===== src/rtl/cfgload_pkg.sv =====
package cfgload_pkg;

  // Strobes from the pin-framing control to the register datapath.
  typedef struct packed {
    logic clear;     // a write has opened: empty the shadow store
    logic shiftEn;   // accept one bit into the shadow store
    logic shiftBit;  // value of the accepted bit
    logic commit;    // a valid close: apply the collected bits
  } loadStrobe_t;

  typedef enum logic {
    ST_IDLE = 1'b0,
    ST_LOAD = 1'b1
  } linkState_t;

endpackage


===== src/rtl/cfgload_ctrl.sv =====
module cfgload_ctrl
  import cfgload_pkg::*;
#(
  parameter int SYNC_STAGES = 2,
  parameter int EDGE_CNT_W  = 3,
  parameter int OPEN_EDGES  = 2,
  parameter int CLOSE_EDGES = 3
) (
  input  logic        clk,
  input  logic        rstN,
  input  logic        sclkPin,
  input  logic        sdatPin,
  output loadStrobe_t strobe,
  output logic        dataOe
);

  localparam logic [EDGE_CNT_W-1:0] CNT_MAX   = {EDGE_CNT_W{1'b1}};
  localparam logic [EDGE_CNT_W-1:0] CNT_OPEN  = EDGE_CNT_W'(OPEN_EDGES);
  localparam logic [EDGE_CNT_W-1:0] CNT_CLOSE = EDGE_CNT_W'(CLOSE_EDGES);

  logic [SYNC_STAGES-1:0] sclkSync;
  logic [SYNC_STAGES-1:0] sdatSync;
  logic                   sclkS, sdatS, sclkP, sdatP;
  logic                   riseClk, fallClk, dataEdge;
  logic [EDGE_CNT_W-1:0]  edgeCnt;
  logic                   lowAtRise;
  logic                   heldBit;
  linkState_t             state;
  logic                   openOk, closeOk, quietPhase;

  // Synchroniser chains for both pins.
  generate
    if (SYNC_STAGES == 1) begin : g_sync1
      always_ff @(posedge clk or negedge rstN) begin
        if (!rstN) begin
          sclkSync <= '0;
          sdatSync <= '0;
        end else begin
          sclkSync <= sclkPin;
          sdatSync <= sdatPin;
        end
      end
    end else begin : g_syncN
      always_ff @(posedge clk or negedge rstN) begin
        if (!rstN) begin
          sclkSync <= '0;
          sdatSync <= '0;
        end else begin
          sclkSync <= {sclkSync[SYNC_STAGES-2:0], sclkPin};
          sdatSync <= {sdatSync[SYNC_STAGES-2:0], sdatPin};
        end
      end
    end
  endgenerate

  assign sclkS = sclkSync[SYNC_STAGES-1];
  assign sdatS = sdatSync[SYNC_STAGES-1];

  always_ff @(posedge clk or negedge rstN) begin
    if (!rstN) begin
      sclkP <= 1'b0;
      sdatP <= 1'b0;
    end else begin
      sclkP <= sclkS;
      sdatP <= sdatS;
    end
  end

  assign riseClk  = sclkS & ~sclkP;
  assign fallClk  = ~sclkS & sclkP;
  assign dataEdge = sdatS ^ sdatP;

  // Per high-phase bookkeeping: level at the rise and transitions seen.
  always_ff @(posedge clk or negedge rstN) begin
    if (!rstN) begin
      edgeCnt   <= '0;
      lowAtRise <= 1'b0;
      heldBit   <= 1'b0;
    end else if (riseClk) begin
      edgeCnt   <= '0;
      lowAtRise <= ~sdatS;
      heldBit   <= sdatS;
    end else if (sclkS && dataEdge && edgeCnt != CNT_MAX) begin
      edgeCnt <= edgeCnt + 1'b1;
    end
  end

  assign openOk     = lowAtRise && (edgeCnt == CNT_OPEN);
  assign closeOk    = !lowAtRise && (edgeCnt == CNT_CLOSE);
  assign quietPhase = (edgeCnt == '0);

  always_ff @(posedge clk or negedge rstN) begin
    if (!rstN) begin
      state <= ST_IDLE;
    end else if (fallClk) begin
      unique case (state)
        ST_IDLE: if (openOk) state <= ST_LOAD;
        ST_LOAD: if (!quietPhase) state <= ST_IDLE;
        default: state <= ST_IDLE;
      endcase
    end
  end

  always_comb begin
    strobe          = '0;
    strobe.shiftBit = heldBit;
    if (fallClk) begin
      if (state == ST_IDLE) begin
        strobe.clear = openOk;
      end else begin
        strobe.shiftEn = quietPhase;
        strobe.commit  = closeOk;
      end
    end
  end

  assign dataOe = (state == ST_IDLE) && !sclkS;

  // strobes are never issued together
  assert_strobe_excl_R5: assert property (@(posedge clk) disable iff (!rstN)
    $onehot0({strobe.clear, strobe.shiftEn, strobe.commit}));

  // an opening pattern releases the pin and enters the load state
  assert_open_enters_load_R3: assert property (@(posedge clk) disable iff (!rstN)
    strobe.clear |=> (state == ST_LOAD) && !dataOe);

  // a close returns to idle
  assert_close_to_idle_R5: assert property (@(posedge clk) disable iff (!rstN)
    strobe.commit |=> (state == ST_IDLE));

  // a noisy high phase during a write aborts it
  assert_abort_to_idle_R7: assert property (@(posedge clk) disable iff (!rstN)
    (state == ST_LOAD && fallClk && !quietPhase && !closeOk) |=> (state == ST_IDLE));

endmodule


===== src/rtl/cfgload_dp.sv =====
module cfgload_dp
  import cfgload_pkg::*;
#(
  parameter int                REG_W     = 20,
  parameter logic [REG_W-1:0]  RESET_VAL = REG_W'(32'h78)
) (
  input  logic             clk,
  input  logic             rstN,
  input  loadStrobe_t      strobe,
  output logic [REG_W-1:0] cfgWord
);

  logic [REG_W-1:0] shadow;
  logic [REG_W-1:0] bitMask;

  // Shadow store: bits enter at bit 0; the mask marks how many arrived.
  always_ff @(posedge clk or negedge rstN) begin
    if (!rstN) begin
      shadow  <= '0;
      bitMask <= '0;
    end else if (strobe.clear) begin
      shadow  <= '0;
      bitMask <= '0;
    end else if (strobe.shiftEn) begin
      shadow  <= {shadow[REG_W-2:0], strobe.shiftBit};
      bitMask <= {bitMask[REG_W-2:0], 1'b1};
    end
  end

  always_ff @(posedge clk or negedge rstN) begin
    if (!rstN) begin
      cfgWord <= RESET_VAL;
    end else if (strobe.commit) begin
      cfgWord <= (cfgWord & ~bitMask) | (shadow & bitMask);
    end
  end

  // the live word moves only on a commit
  assert_hold_without_commit_R6: assert property (@(posedge clk) disable iff (!rstN)
    !strobe.commit |=> $stable(cfgWord));

  // received bits always form a contiguous run from bit 0
  assert_mask_contiguous_R4: assert property (@(posedge clk) disable iff (!rstN)
    ((bitMask & (bitMask + 1'b1)) == '0));

  // an accepted bit lands at bit 0 of the shadow store
  assert_shift_lsb_R4: assert property (@(posedge clk) disable iff (!rstN)
    strobe.shiftEn |=> (shadow[0] == $past(strobe.shiftBit)));

endmodule


===== src/rtl/shared_pin_cfg_loader.sv =====
module shared_pin_cfg_loader
  import cfgload_pkg::*;
#(
  parameter int               REG_W       = 20,
  parameter logic [REG_W-1:0] RESET_VAL   = REG_W'(32'h78),
  parameter int               SYNC_STAGES = 2
) (
  input  logic             clk,
  input  logic             rstN,
  input  logic             sclkPin,
  input  logic             sdatPin,
  output logic             sdatOe,
  output logic [REG_W-1:0] cfgWord
);

  loadStrobe_t strobe;

  cfgload_ctrl #(
    .SYNC_STAGES(SYNC_STAGES),
    .EDGE_CNT_W (3),
    .OPEN_EDGES (2),
    .CLOSE_EDGES(3)
  ) ctrl_i (
    .clk    (clk),
    .rstN   (rstN),
    .sclkPin(sclkPin),
    .sdatPin(sdatPin),
    .strobe (strobe),
    .dataOe (sdatOe)
  );

  cfgload_dp #(
    .REG_W    (REG_W),
    .RESET_VAL(RESET_VAL)
  ) dp_i (
    .clk    (clk),
    .rstN   (rstN),
    .strobe (strobe),
    .cfgWord(cfgWord)
  );

endmodule


===== config.mk =====
export PLATFORM = sky130hd
export DESIGN_NAME = shared_pin_cfg_loader
export DESIGN_NICKNAME = d
export VERILOG_FILES = /design/src/rtl/cfgload_pkg.sv /design/src/rtl/cfgload_ctrl.sv /design/src/rtl/cfgload_dp.sv /design/src/rtl/shared_pin_cfg_loader.sv
export SDC_FILE = /design/constraint.sdc
export NUM_CORES = 1
export LEC_CHECK = 0
export ABC_AREA = 1
export CORE_UTILIZATION = 65
export CTS_BUF_LIST = sky130_fd_sc_hd__clkbuf_4 sky130_fd_sc_hd__clkbuf_8
export DETAILED_ROUTE_END_ITERATION = 12
export GPL_TIMING_DRIVEN = 0
export MAX_ROUTING_LAYER = met4
export PLACE_DENSITY = 0.88
export SETUP_SLACK_MARGIN = 0.1
export SYNTH_ARGS = -nofsm -noshare
export SYNTH_HDL_FRONTEND = slang
export SYNTH_SLANG_ARGS = --single-unit
export TNS_END_PERCENT = 50

===== constraint.sdc =====
create_clock -name clk -period 2.4 [get_ports clk]
set_input_delay 0.48 -clock clk [delete_from_list [all_inputs] [get_ports clk]]
set_output_delay 0.48 -clock clk [all_outputs]
set_load 0.05 [all_outputs]

# Yosys cells after proc, flatten, opt, wreduce, memory -nomap -nowiden
# Index checks and enable logic that the tools add are counted.
# classes
addsub,1
n_eq_ne,3
bitwise,11
reduce_logical,10
muxes,14
# op_table
op,count
2-to-1 mux 20 bit,4
AND 20 bit,2
inverter 20 bit,1
bitwise OR 20 bit,1
"== test 3 x 2 -> 1 bit, second input constant",2
2-to-1 mux 1 bit,6
2-to-1 mux 3 bit,2
logical AND 1 bit,5
inverter 1 bit,4
nonzero test 2 bit,2
"adder 3 x 1 -> 3 bit, second input constant",1
logical NOT 3 bit,1
"!= test 3 bit, second input constant",1
AND 1 bit,2
logical NOT 1 bit,2
2-to-1 mux 2 bit,1
one-hot mux 1 bit (2 select lines),1
XOR 1 bit,1
# totals
input_bits,4
regBits,72
out_inout_bits,21

# Depth between registers and ports, before layout
# Gate-level depths: netlist of run 1.
# logic_depth
ltp_word,6
depth_mapped,9
depth_no_buf,8

# By module
# Synthesis of run 1 repeated with hierarchy kept, for this count alone.
# hier_totals
cells_unflattened,338
hier_area_um2,3049.2
# by_module_without_submodules
mod,area_each_um2,cells_per_inst,n_inst
cfgload_dp,2468.6,277,1
cfgload_ctrl,580.6,61,1

# Least setup slack after synthesis of run 1
# Ideal clock, no wire load.
# synth_timing
kind,register -> output
start,reg ctrl_i.state
end,out sdatOe
stages_incl_launch_ff,3
arrival_time_ns,1.269
setup_slack_ns,0.651
path_cell_list,dfrtp_1 > clkbuf_1 > nor2_1
# synth_via
elab_chain_cells,2
# synth_lines
item,line_no,rtl
from (decl),cfgload_ctrl.sv:28,linkState_t state;
from (signal assigned),cfgload_ctrl.sv:94,state <= ST_IDLE;
from (signal assigned),cfgload_ctrl.sv:97,ST_IDLE: if (openOk) state <= ST_LOAD;
from (signal assigned),cfgload_ctrl.sv:98,ST_LOAD: if (!quietPhase) state <= ST_IDLE;
inverter 1 bit,n/a,
logical AND 1 bit,cfgload_ctrl.sv:117,assign dataOe = (state == ST_IDLE) && !sclkS;
to (decl),shared_pin_cfg_loader.sv:12,"output logic sdatOe,"
# No other way between the ends.

# Final worst setup path of run 1
# Same ends and word-level chain as after synthesis.

==> run summary, run 1 <==
Status = complete, no violations
Total Routing Usage GR = 27.8%
CP endpoint kind = primary output
Seq cells post-synth = 72
Synthesized Nets = 352
Cell family with most CP delay = buffers and inverters
Final period util = 91.9%
Bufs on Longest Clock Path = 2
Drt pass-1 iters = 5
Util after Layout = 78.7%
Worst path max stage delay = 0.53 ns
Via count = 2,469
Final Non-Filler Cells = 450
Largest net degree at the start of global routing = 73
Fmax achieved = 453 MHz
Initial Util = 67.3%
Nets = 387
Worst path slowest cell = dlygate4sd2_1
Synth Cell Area = 3180 µm²
Die extent in x = 71.9 µm
Crit path launch = ctrl_i.state
Peak VDD IR = 544 µV
Buf/Inv on CP = 2
Placed Cells = 434
Worst hold-check path type = in -> async
Post-synth top area share = 53.5%
Root buf cell = clkbuf_8
First-iteration detailed-routing DRC count = 252
Max FO, Critical Path = 10
Worst R2R Path Depth = 7
Distinct cells, synth = 19
Critical path class = reg -> out
Critical R2R Launch = ctrl_i.edgeCnt[0]
Clk sinks = 72
Avg Vias per Cell = 5.49
CTS buffer count = 9
DIE AREA = 5170 µm²
Number of diodes = 0
ANT nets after route = 0
Die H = 71.9 µm
Share of post-route cells with drive strength above 1 = 16.2%
I/O pin cnt = 25
Syn-to-layout area delta = 17.0%
Cell Chain, Critical Path = clkbuf_1 -> nor2_1 -> dlygate4sd2_1
CTS tree = built
Clk_skew = 0.0110 ns
Slew HR = 42.2%
Syn_area_per_cell = 9.27 µm²
Pins Over Slew Limit = 0
# setup viols final = 0
Post-CTS Repair Setup Buffers = 0
Row count = 25
Mapped Cells = 343
WP data arrival = 1.73 ns
Unrepaired setup endpoints after global routing = false
Worst skew pair latency = 0.36 ns
Max cap viols = 0
H-tree levels = 3
WP depth = 3
Hold Vio Cnt, Final = 0
Required time worst endpoint = 1.92 ns
Post-synth top area cell = dfrtp_1
YS warnings = 0
Sequential cell area fraction in the yosys report = 56.9%
Routed wire length = 6280 µm
Number of buffers added on ports = 24
Vias in the first global route = 2,209
Core area = 4720 µm²
Clk slew on worst S/H paths = 0.07 ns
Worst setup SP type = register
Leak pwr = 1.94 nW
Total congestion overflow = 0
Drt wl/cell = 14.0 µm
Final Wtd Congestion = 0.798
Antenna violations before repair = 0
Pwr dens = 697 nW/µm²
Worst slew pin tran = 0.866 ns
First-pass GRT wire length = 10,300 µm
Residual DRC = 0
Post-layout minimum cycle time = 2.21 ns
Top cells by area, synth = dfrtp_1, nand2_1, nand3_1
DP Wirelength = 4060 µm
## worst paths after layout
kind,to,slack [ns]
setup / recovery,sdatOe,0.19
hold / removal,dp_i.bitMask[4],0.25
setup reg to reg,dp_i.shadow[14],0.77
hold reg to reg,ctrl_i.sdatSync[1],0.36
max in group asynchronous,dp_i.shadow[14],1.60
min in group clk,ctrl_i.sdatSync[1],0.36
## stage by stage
stage	setup WS [ns]	instance area (µm²)	setup TNS [ns]	power (W)	hold WS [ns]
2_1_floorplan	0.651	3180	0	0.00147	0.184
3_3_place_gp	-1.53	3500	-106.57	0.00154	0.335
3_5_place_dp	0.292	3500	0	0.00156	0.344
4_1_cts	0.188	3720	0	0.00260	0.274
5_1_grt	0.121	3720	0	0.00269	0.323
6_report	0.195	3720	0	0.00259	0.248
## cells in the final DEF (no fill, tap or decap), types with 2 or more instances in the layout
| cell type | Yosys | final |
|---|---|---|
| nand4_1 | 21 | 21 |
| nor2_1 | 7 | 7 |
| ha_1 | 5 | 5 |
| buf_4 | 2 | 3 |
| dfstp_2 | 4 | 4 |
| nor2_2 | 3 | 3 |
| nand3_2 | 18 | 18 |
| buf_6 | 5 | 5 |
| clkdlybuf4s50_1 | 0 | 22 |
| clkinv_2 | 0 | 3 |
| bufinv_16 | 0 | 2 |
| clkbuf_1 | 2 | 2 |
| dfrtp_1 | 68 | 68 |
| nand2_1 | 133 | 133 |
| buf_2 | 10 | 10 |
| nand3_1 | 47 | 47 |
| clkbuf_8 | 0 | 10 |
| inv_1 | 13 | 13 |
## power breakdown
| group | total (W) | switching (W) | internal, W |
|---|---|---|---|
| logic | 0.000228 | 0.000166 | 0.0000623 |
| clock network | 0.00106 | 0.000450 | 0.000607 |
| registers | 0.00131 | 0.0000455 | 0.00126 |
| total | 0.00259 | 0.000661 | 0.00193 |
## cell usage after synthesis
master and n:
nand2_1 133, nand4_1 21, nor2_1 7, buf_2 10
nand3_4 1, clkbuf_1 2, o21ai_0 1, nand3_2 18
nand3_1 47, buf_6 5, nand2_2 1, inv_2 1
buf_4 2, nor2_2 3, dfstp_2 4, inv_1 13
o21a_1 1, ha_1 5, dfrtp_1 68
## layer usage
layer  part of all wire, %  GRT usage [%]  up-vias
met2                    48           42.3       79
met5                     0              -        -
li1                      -              -     1192
met3                   4.7           4.58       19
met4                   3.2           16.8        0
met1                    44           35.3     1179
## layout make-up
class                      instances  area, µm²
buffer                            19        129
clock buffer                      10        138
clock inverter                     6       82.6
fill                             312       1000
inverter                          14       52.6
multi-input combinational        238       1190
sequential                        72       1810
tap                               67       83.8
timing repair buffer              24        236
## logic make-up (layout without fill, tap and decap cells)
family                   after synthesis  after routing  synth area share, %
AND/OR/NAND/NOR                      231            231                 35.1
flip-flops                            72             72                 56.9
buffers and inverters                 33             73                 5.71
adder cells (fa/ha/maj)                5              5                 1.97
AO/OA/AOI/OAI                          2              2                0.394
## what timing repair did
item                                    CTS  global route
endpoints found under the setup margin    1             0
endpoints found under the hold margin     0             0
gates resized for setup                   1             0
hold buffers                              0             0
Power figures use the tool's default switching activity.
==> run 2, diff against run 1 <==
clock period = 2.55 ns   (was 2.4 ns; I/O delays follow)
==> results of run 2 <==
The final DEF is identical to that of run 1. Status: complete, no violations.
Among the figures that moved: setup slack after placement 0.292 ns -> 0.412 ns; setup slack after layout 0.195 ns -> 0.315 ns; hold slack 0.248 ns -> 0.278 ns; register-to-register setup slack 0.77 ns -> 0.92 ns; total power 0.00259 W -> 0.00244 W; worst IR drop on VDD 544 µV -> 512 µV
==> run 3, diff against run 2 <==
ABC_CLOCK_PERIOD_IN_PS = 2550   (was not set)
SKIP_LAST_GASP = 1   (was not set)
==> results of run 3 <==
The final DEF is identical to that of run 1. Status: complete, no violations.
Among the figures that moved: setup slack after placement 0.292 ns -> 0.412 ns; setup slack after layout 0.195 ns -> 0.315 ns; hold slack 0.248 ns -> 0.278 ns; register-to-register setup slack 0.77 ns -> 0.92 ns; total power 0.00259 W -> 0.00244 W; worst IR drop on VDD 544 µV -> 512 µV
